### config.mk
export PLATFORM = sky130hd
export DESIGN_NAME = dz_pair_gen
export DESIGN_NICKNAME = d
export VERILOG_FILES = /design/src/rtl/dz_pkg.sv /design/src/rtl/dz_edge.sv /design/src/rtl/dz_span.sv /design/src/rtl/dz_core.sv /design/src/rtl/dz_pair_gen.sv
export SDC_FILE = /design/constraint.sdc
export NUM_CORES = 1
export LEC_CHECK = 0
export CAP_MARGIN = 20
export CORE_ASPECT_RATIO = 0.75
export CORE_MARGIN = 5
export CORE_UTILIZATION = 45
export DETAILED_ROUTE_END_ITERATION = 8
export PLACE_DENSITY_LB_ADDON = 0.25
export SETUP_SLACK_MARGIN = 0.4
export SYNTH_ARGS = -nofsm -noshare
export SYNTH_HDL_FRONTEND = slang
export SYNTH_SLANG_ARGS = --single-unit
### constraint.sdc
create_clock -name clk -period 1.7 [get_ports clk]
set_input_delay 0.51 -clock clk [delete_from_list [all_inputs] [get_ports clk]]
set_output_delay 0.51 -clock clk [all_outputs]
set_load 0.03 [all_outputs]
### src/rtl/dz_pkg.sv
package dz_pkg;
  typedef struct packed {
    logic hi;
    logic lo;
  } gate_pair_t;

  localparam int unsigned DZ_DEF_W = 8;
endpackage

### src/rtl/dz_edge.sv
module dz_edge (
  input  logic clk,
  input  logic rst_n,
  input  logic src,
  output logic src_q,
  output logic fresh,
  output logic trans
);
  always_ff @(posedge clk or negedge rst_n) begin
    if (!rst_n) begin
      src_q <= 1'b0;
      fresh <= 1'b1;
    end else begin
      src_q <= src;
      fresh <= 1'b0;
    end
  end

  assign trans = fresh | (src ^ src_q);
endmodule

### src/rtl/dz_span.sv
module dz_span #(
  parameter int unsigned DZW = 8
) (
  input  logic           clk,
  input  logic           rst_n,
  input  logic           load,
  input  logic [DZW-1:0] gap,
  input  logic           tick,
  output logic           done
);
  localparam logic [DZW-1:0] ONE = DZW'(1);

  logic [DZW-1:0] cnt;
  logic           busy;

  always_ff @(posedge clk or negedge rst_n) begin
    if (!rst_n) begin
      cnt  <= '0;
      busy <= 1'b0;
    end else if (load) begin
      cnt  <= gap;
      busy <= (gap != '0);
    end else if (busy && tick) begin
      cnt <= cnt - ONE;
      if (cnt == ONE) busy <= 1'b0;
    end
  end

  assign done = busy & tick & (cnt == ONE) & ~load;

  // a load captures the programmed gap length
  assert_gap_loaded_R2: assert property (@(posedge clk) disable iff (!rst_n)
    load |=> (cnt == $past(gap)));
  // without a tick and without a load the count holds
  assert_count_holds_R8: assert property (@(posedge clk) disable iff (!rst_n)
    (!load && !tick) |=> $stable(cnt));
endmodule

### src/rtl/dz_core.sv
module dz_core #(
  parameter int unsigned DZW = 8
) (
  input  logic               clk,
  input  logic               rst_n,
  input  logic               src,
  input  logic [DZW-1:0]     gap,
  input  logic               tick,
  output dz_pkg::gate_pair_t drv
);
  logic src_q, fresh, trans, done;
  logic out_hi, out_lo;

  dz_edge u_edge (
    .clk   (clk),
    .rst_n (rst_n),
    .src   (src),
    .src_q (src_q),
    .fresh (fresh),
    .trans (trans)
  );

  dz_span #(.DZW(DZW)) u_span (
    .clk   (clk),
    .rst_n (rst_n),
    .load  (trans),
    .gap   (gap),
    .tick  (tick),
    .done  (done)
  );

  always_ff @(posedge clk or negedge rst_n) begin
    if (!rst_n) begin
      out_hi <= 1'b0;
      out_lo <= 1'b0;
    end else if (trans) begin
      if (gap == '0) begin
        out_hi <= src;
        out_lo <= ~src;
      end else begin
        out_hi <= 1'b0;
        out_lo <= 1'b0;
      end
    end else if (done) begin
      out_hi <= src_q;
      out_lo <= ~src_q;
    end
  end

  assign drv.hi = out_hi;
  assign drv.lo = out_lo;

  // a transition with a nonzero gap blanks both outputs
  assert_blank_on_edge_R5: assert property (@(posedge clk) disable iff (!rst_n)
    (trans && gap != '0) |=> (!out_hi && !out_lo));
  // zero gap gives the complement at once
  assert_zero_gap_R4: assert property (@(posedge clk) disable iff (!rst_n)
    (trans && gap == '0) |=> (out_hi == $past(src) && out_lo == !$past(src)));
  // no tick and no transition means the outputs hold
  assert_tick_gate_R8: assert property (@(posedge clk) disable iff (!rst_n)
    (!tick && !trans) |=> ($stable(out_hi) && $stable(out_lo)));
endmodule

### src/rtl/dz_pair_gen.sv
module dz_pair_gen #(
  parameter int unsigned NPAIR = 2,
  parameter int unsigned DZW   = dz_pkg::DZ_DEF_W
) (
  input  logic                 clk,
  input  logic                 rst_n,
  input  logic [NPAIR-1:0]     dz_en,
  input  logic [NPAIR*DZW-1:0] dz_gap,
  input  logic [NPAIR-1:0]     dz_tick,
  input  logic [NPAIR-1:0]     pwm_a,
  input  logic [NPAIR-1:0]     pwm_b,
  output logic [NPAIR-1:0]     gate_a,
  output logic [NPAIR-1:0]     gate_b
);
  for (genvar p = 0; p < NPAIR; p++) begin : g_pair
    dz_pkg::gate_pair_t drv;

    dz_core #(.DZW(DZW)) u_core (
      .clk   (clk),
      .rst_n (rst_n),
      .src   (pwm_a[p]),
      .gap   (dz_gap[DZW*p +: DZW]),
      .tick  (dz_tick[p]),
      .drv   (drv)
    );

    assign gate_a[p] = dz_en[p] ? drv.hi : pwm_a[p];
    assign gate_b[p] = dz_en[p] ? drv.lo : pwm_b[p];

    // an enabled pair never drives both gates high
    assert_no_overlap_R6: assert property (@(posedge clk) disable iff (!rst_n)
      dz_en[p] |-> !(gate_a[p] && gate_b[p]));
  end
endmodule

==> results of run 1 <==
-- cell type report --
class / count / share of cell area [%]
clock buffers: 3 / 1.67
flip-flops and latches: 25 / 25.5
repair buffers: 74 / 26.9
inverters: 5 / 0.759
multi-input cells: 100 / 43.0
clock inverters: 1 / 0.304
well taps: 38 / 1.92
-- kinds of logic after synthesis --
| group | share of synthesized area (%) |
|---|---|
| AND/OR/NAND/NOR | 18.3 |
| AO/OA/AOI/OAI | 10.1 |
| multiplexers | 8.08 |
| buffers and inverters | 2.60 |
| adder cells (fa/ha/maj) | 3.71 |
| flip-flops | 46.5 |
| XOR/XNOR | 10.4 |
| other | 0.278 |
-- critical path, delay by kind of cell (launching register included) --
kind	cells	cell delay, ns
buf+inv	1	0.09
simple gates	1	0.43
fa+ha+maj	1	0.12
mux	1	0.32
flops	1	0.41
compound gates	1	0.33
-- cells in the final DEF, fill, tap and decap left out, drive strengths merged, types with 2 or more instances in the layout --
master and count:
dfrtp 24, and2 2, nor2 18, a22oi 2, buf 55, nand4 2
nor4b 2, nand2 4, a21o 2, mux2 9, dlygate4sd2 4, nor2b 2
inv 5, clkbuf 4, nor4 7, ha 4, nor3 4, a21oi 14
xnor2 11, clkdlybuf4s50 13, nand3 3, xor2 5
-- worst max path at each step --
| stage | startpoint | to | depth (start not counted) |
|---|---|---|---|
| global route | g_pair[0].u_core.u_span.cnt[1]$_DFFE_PN0P_ | g_pair[0].u_core.out_lo$_DFFE_PN0P_ | 5 |
| CTS | g_pair[0].u_core.u_span.cnt[1]$_DFFE_PN0P_ | g_pair[0].u_core.out_lo$_DFFE_PN0P_ | 5 |
| detailed placement | dz_en[0] | gate_b[0] | 3 |
| global placement | dz_en[0] | gate_b[0] | 3 |
| finish | g_pair[0].u_core.u_span.cnt[1]$_DFFE_PN0P_ | g_pair[0].u_core.out_hi$_DFFE_PN0P_ | 5 |
| floorplan | dz_tick[0] | g_pair[0].u_core.out_hi$_DFFE_PN0P_ | 4 |
-- metal layers --
layer | part of all wire (%) | wire length (um)
met1 | 43 | 1960
met4 | 2.3 | 104
met2 | 49 | 2220
met3 | 6.4 | 292
met5 | 0 | 0
-- state kept, by name, summed over array words and instances (netlist names) --
signal and flops:
g_pair.u_core.u_edge.fresh 1, g_pair.u_core.out_hi 2, g_pair.u_core.u_span.busy 2, g_pair.u_core.u_span.cnt 16, g_pair.u_core.out_lo 2, g_pair.u_core.u_edge.src_q 2
-- where the power goes --
part / switching (mW) / total, mW / internal (mW)
sequential: 0.0767 / 0.730 / 0.653
combinational: 0.281 / 0.630 / 0.350
clock: 0.200 / 0.366 / 0.166
total: 0.557 / 1.73 / 1.17
-- repair_timing --
action                                  CTS  global route
endpoints found under the setup margin   26            26
pin swaps                                14            14
gates resized for setup                  93            29
buffers inserted                         11             9
-- through the flow --
stage / cell area (sq um) / util, % / hold WS (ns)
5_1_grt: 2470 / 84.8 / 0.520
4_1_cts: 2270 / 78.1 / 0.497
3_5_place_dp: 1970 / 67.5 / 0.511
2_1_floorplan: 1490 / - / 0.214
6_report: 2470 / 84.8 / 0.526
3_3_place_gp: 1970 / 67.5 / 0.493
==> results_dict.tcl, run 1 <==
set metrics [dict create \
    synth-main-ff-cell "dfrtp_1" \
    status "complete, but fails checks" \
    rsz0062_at_grt "true" \
    grt.busiest_layer "met2" \
    dpl.cell_count 222 \
    cts_made_buffers 3 \
    syn_inst 134 \
    p_leak_nw 1.03 \
    grt_use_met1_pct 26.2 \
    regToRegSetupSlack_ns -0.11 \
    r2r-end "g_pair[0].u_core.out_hi$_DFFE_PN0P_" \
    die_h_um 57.4 \
    hold_viol 0 \
    htreeDepth 1 \
    critPathKind "register to register" \
    fmax_ghz 0.553 \
    hp-start "pwm_a[0]" \
    fin_skew_ns 0.00918 \
    r2r_cells 5 \
    synth.most_common_cell "dfrtp_1" \
    post-place-ws_ns -0.749 \
    ios 30 \
    layout_min_cycle_time_ns 1.81 \
    final_nets 239 \
    synth_area_sq_mm 0.00135 \
    crit_path_top_delay_cell "or4b_1" \
    synth_top_cell_by_area "dfrtp_1" \
    synth.top_cell.area_share_pct 44.6 \
    vias 1354 \
    gp_congestion 0.883 \
    grt.met3_usage_pct 7.22 \
    dieArea_sq_mm 0.00420 \
    grt_use_total_pct 21.7 \
    grt_antenna_before_repair 0 \
    cts-hold-fix-buffers 0 \
    tns_ns -0.219 \
    grt_use_met2_pct 36.1 \
    drt-total-wl_mm 4.57 \
    total_power_mw 1.73 \
    synth_cell_types 32 \
    critPathMaxStageDelay_ns 0.43 \
    clockRootBuffer "clkbuf_8" \
    start_kind "register" \
    grt-ovfl-total 0 \
    syn-mean-instance-area_sq_um 10.1 \
    diodes 0 \
    cp.required_ns 1.86 \
    area_delta_synth_final_pct 83.5 \
    n_fill_cell 148 \
    path_clk_slew_ns 0.10 \
    cts_tree "yes" \
    coreArea_sq_mm 0.00291 \
    synth-seq-cells 25 \
    io_buffers 29 \
    yosys-top-cells-area "dfrtp_1, xnor2_1, mux2_2, a21oi_1, nor2_1" \
    grt_max_degree 26 \
    min_path_cells 2 \
    vdd_drop_max_v 0.000584 \
    dieWidth_um 73.2 \
    cts_max_path_buffers 2 \
    regArea_sq_um 629 \
    async_flop_share_pct 100 \
    endpoint_kind "register" \
    setup_viol 2 \
    viasPerCell 5.50 \
    synth_edf_count 0 \
    powerDensity_mw_per_mm2 698 \
    layout-drive-gt1-share_pct 55.3 \
    drv_cap 0 \
    syn_nets 164 \
    violations "setup timing" \
    ys_seq_area_share_pct 46.5 \
    cp_max_fo 3 \
    wl_per_cell_um 18.6 \
    yosysWarnings 0 \
    drtPass1Iterations 4 \
    hold_path.class "input pin to register" \
    ant_nets 0 \
    grt_pass1_vias 1422 \
    grt_pass1_wl_mm 6.87 \
    ys_top_cells_by_count "dfrtp_1, nor2_1, a21oi_1, xnor2_1" \
    hpwl_mm 2.44 \
    finalNonFillerCells 246 \
    multi_input_area_sq_mm 0.00106 \
    drt-initial-drc-count 68 \
    timing.rr.start "g_pair[0].u_core.u_span.cnt[1]$_DFFE_PN0P_" \
    route.detailed.drc 0 \
    cp_cell_sequence "inv_2 > ha_4 > or4b_1 > o31a_1 > mux2_4" \
    core.rowCount 17 \
    worstPathArrival_ns 1.97 \
    finalCritPeriodShare_pct 106 \
    initial_core_util_pct 46.2 \
    final_max_slew_viol_count 0 \
    insertion_delay_ns 0.27 \
    hold_path_end "g_pair[0].u_core.u_edge.src_q$_DFF_PN0_" \
    finalWorstSetupSlack_ns -0.110 \
    cts.sinks 25 \
]
(Power assumes the default switching activity.)
==> run 2: changes to the inputs <==
ABC_AREA = 1   (was not set)
CORE_UTILIZATION = 47   (was 45)
==> run 2 against run 1 <==
Net effect:
- the run now ends clean
- highest routed layer unchanged
- sequential share of layout area up 2.3 points
- count of clock-buffer cells in the layout up 1
- largest cell class unchanged
- die area up 11%
- worst setup slack better by 0.23 ns
- critical endpoint is now gate_b[0]
- final cell count up 26%
- register-to-register slack better by 0.56 ns
- wire length down 18%
- fmax up 14%
- core utilization down 15 points
- via count up 13%
==> results_dict.tcl, run 2 <==
set metrics [dict create \
    synth_area_sq_mm 0.00159 \
    top_register "g_pair.u_core.u_span.cnt" \
    syn_inst 222 \
    cp_max_fo 1 \
    synth_cell_types 24 \
    final_max_slew_viol_count 0 \
    insertion_delay_ns 0.28 \
    ant_nets 0 \
    dieArea_sq_mm 0.00465 \
    worstPathArrival_ns 1.07 \
    synth.most_common_cell "nand2_1" \
    io_buffers 29 \
    viasPerCell 4.91 \
    rsz0062_at_grt "true" \
    cts.sinks 25 \
    synth-simple-area-share_pct 40.2 \
    route.detailed.drc 0 \
    endpoint_kind "output pin" \
    status "finished clean" \
    largest_reg_flops 16 \
    grt_max_degree 26 \
    ios 30 \
    drv_cap 0 \
    grt_pass1_vias 1418 \
    synth_top_family_by_area "simple AND/OR/NAND/NOR gates" \
    synth_fa_ha_area_share_pct 3.15 \
    fin_skew_ns 0.00678 \
    syn-mean-instance-area_sq_um 7.15 \
    gp_congestion 0.847 \
    dieWidth_um 77.1 \
    fmax_ghz 0.632 \
    drt-initial-drc-count 87 \
    async_flop_share_pct 100 \
    start_kind "input pin" \
    synth_edf_count 0 \
    critPathKind "input pin to output pin" \
    synthMuxAreaShare_pct 1.42 \
    ys_seq_area_share_pct 39.5 \
    tns_ns 0 \
    setup_viol 0 \
    final_area_sq_mm 0.00227 \
    cts_tree "yes" \
    synth-main-ff-cell "dfrtp_1" \
    wl_per_cell_um 12.1 \
    clockRootBuffer "clkbuf_8" \
    final_nets 302 \
    hold_viol 0 \
    htreeDepth 1 \
    initial_core_util_pct 48.6 \
    path_clk_slew_ns 0.09 \
    synth-seq-cells 25 \
    cts_made_buffers 3 \
    powerDensity_mw_per_mm2 681 \
    grt_pass1_wl_mm 6.16 \
    synth.top_cell.area_share_pct 37.8 \
    finalCritPeriodShare_pct 93.0 \
    layout_min_cycle_time_ns 1.58 \
    synth-compound-area-share_pct 4.81 \
    die_h_um 60.3 \
    mostFrequentLayoutCells "nand2_1, nand3_1, dfrtp_1" \
    cp.required_ns 1.19 \
    diodes 0 \
    synth_top_cell_by_area "dfrtp_1" \
    core.rowCount 18 \
    drtPass1Iterations 4 \
    grt_antenna_before_repair 0 \
    syn_nets 252 \
    coreArea_sq_mm 0.00327 \
    vdd_drop_max_v 0.000453 \
    yosysWarnings 0 \
    fin_util_pct 69.4 \
    grt-ovfl-total 0 \
    mostFrequentLayoutCell "nand2_1" \
    vias 1528 \
    hold_path.class "input pin to register" \
    hpwl_mm 2.69 \
    p_leak_nw 1.24 \
    area_delta_synth_final_pct 42.7 \
    placed_area_sq_mm 0.00203 \
    grt_use_total_pct 16.3 \
    yosys-top-cells-area "dfrtp_1, nand2_1, nand3_1, inv_1, nor2_1" \
    cts_max_path_buffers 2 \
    regToRegSetupSlack_ns 0.45 \
    layout-drive-gt1-share_pct 26.6 \
    drt-total-wl_mm 3.76 \
    synth-xor-area-share_pct 2.21 \
    holdWs_ns 0.473 \
    ys_top_cells_by_count "nand2_1, nand3_1, inv_1, dfrtp_1, nor2_1" \
    total_power_mw 1.54 \
]
[run 2: cell count changes in the layout (fill, tap and decap cells not counted), moves of 7 or more]
cell,before,now
a21oi_1,12,3
buf_4,33,13
clkdlybuf4s50_1,13,1
dlymetal6s2s_1,0,17
inv_1,0,22
mux2_4,9,2
nand2_1,2,65
nand3_1,0,37
[run 2: cell families (layout without fill, tap and decap cells)]
kind of cell    count (synthesis)  in the layout
compound gates                 14             14
xor+xnor                        4              4
fa+ha+maj                       4              4
buf+inv                        32             81
flops                          25             25
mux                             2              2
other cells                     1              1
simple gates                  140            140
[run 2: critical path, stage by stage]
cell	delay, ns
clkdlybuf4s15_1	0.16
mux2_4	0.26
buf_6	0.14
[run 2: layer usage]
metal  track usage (%)  routed length [um]  vias to the layer above  part of all wire [%]
met1              22.4                1830                      694                    49
met4              4.90                  65                        0                   1.7
li1                  -                   -                      797                     -
met3              3.86                 191                        7                   5.1
met5                 0                   0                        -                     0
met2              26.0                1670                       30                    45
[run 2: layout make-up]
type	instances	area, sq um
clock buffer	4	45.0
multi-input combinational	165	943
inverter	30	113
fill	262	1000
sequential	25	628
tap	40	50.0
timing repair buffer	47	487
[run 2: what timing repair did]
action,in CTS,in global routing
pin swaps,10,25
hold buffers,0,0
endpoints found under the setup margin,26,16
setup buffers,1,4
resized for setup,53,35
[run 2: report_power, final]
| group | internal, mW | switching (mW) |
|---|---|---|
| Sequential | 0.653 | 0.0552 |
| Clock | 0.168 | 0.198 |
| Combinational | 0.217 | 0.252 |
| Total | 1.04 | 0.506 |
[run 2: per-stage QoR]
stage,std cells,worst slack [ns]
after floorplan,222,0.348
after global placement,302,-0.707
after detailed placement,302,-0.714
after CTS,307,0.112
after global routing,311,0.0895
final,311,0.119
[run 2: worst paths after layout]
check                                                           start                                    endpoint  depth (start not counted)
max                                                          pwm_b[0]                                   gate_b[0]                          3
min                                                          pwm_a[1]     g_pair[1].u_core.u_edge.src_q$_DFF_PN0_                          2
max reg2reg                g_pair[0].u_core.u_span.cnt[1]$_DFFE_PN0P_         g_pair[0].u_core.out_hi$_DFFE_PN0P_                          8
min reg2reg                       g_pair[1].u_core.out_hi$_DFFE_PN0P_         g_pair[1].u_core.out_hi$_DFFE_PN0P_                          2
max in group asynchronous                                       rst_n     g_pair[1].u_core.u_edge.fresh$_DFF_PN1_                          2
min in group asynchronous                                       rst_n  g_pair[1].u_core.u_span.cnt[5]$_DFFE_PN0P_                          2
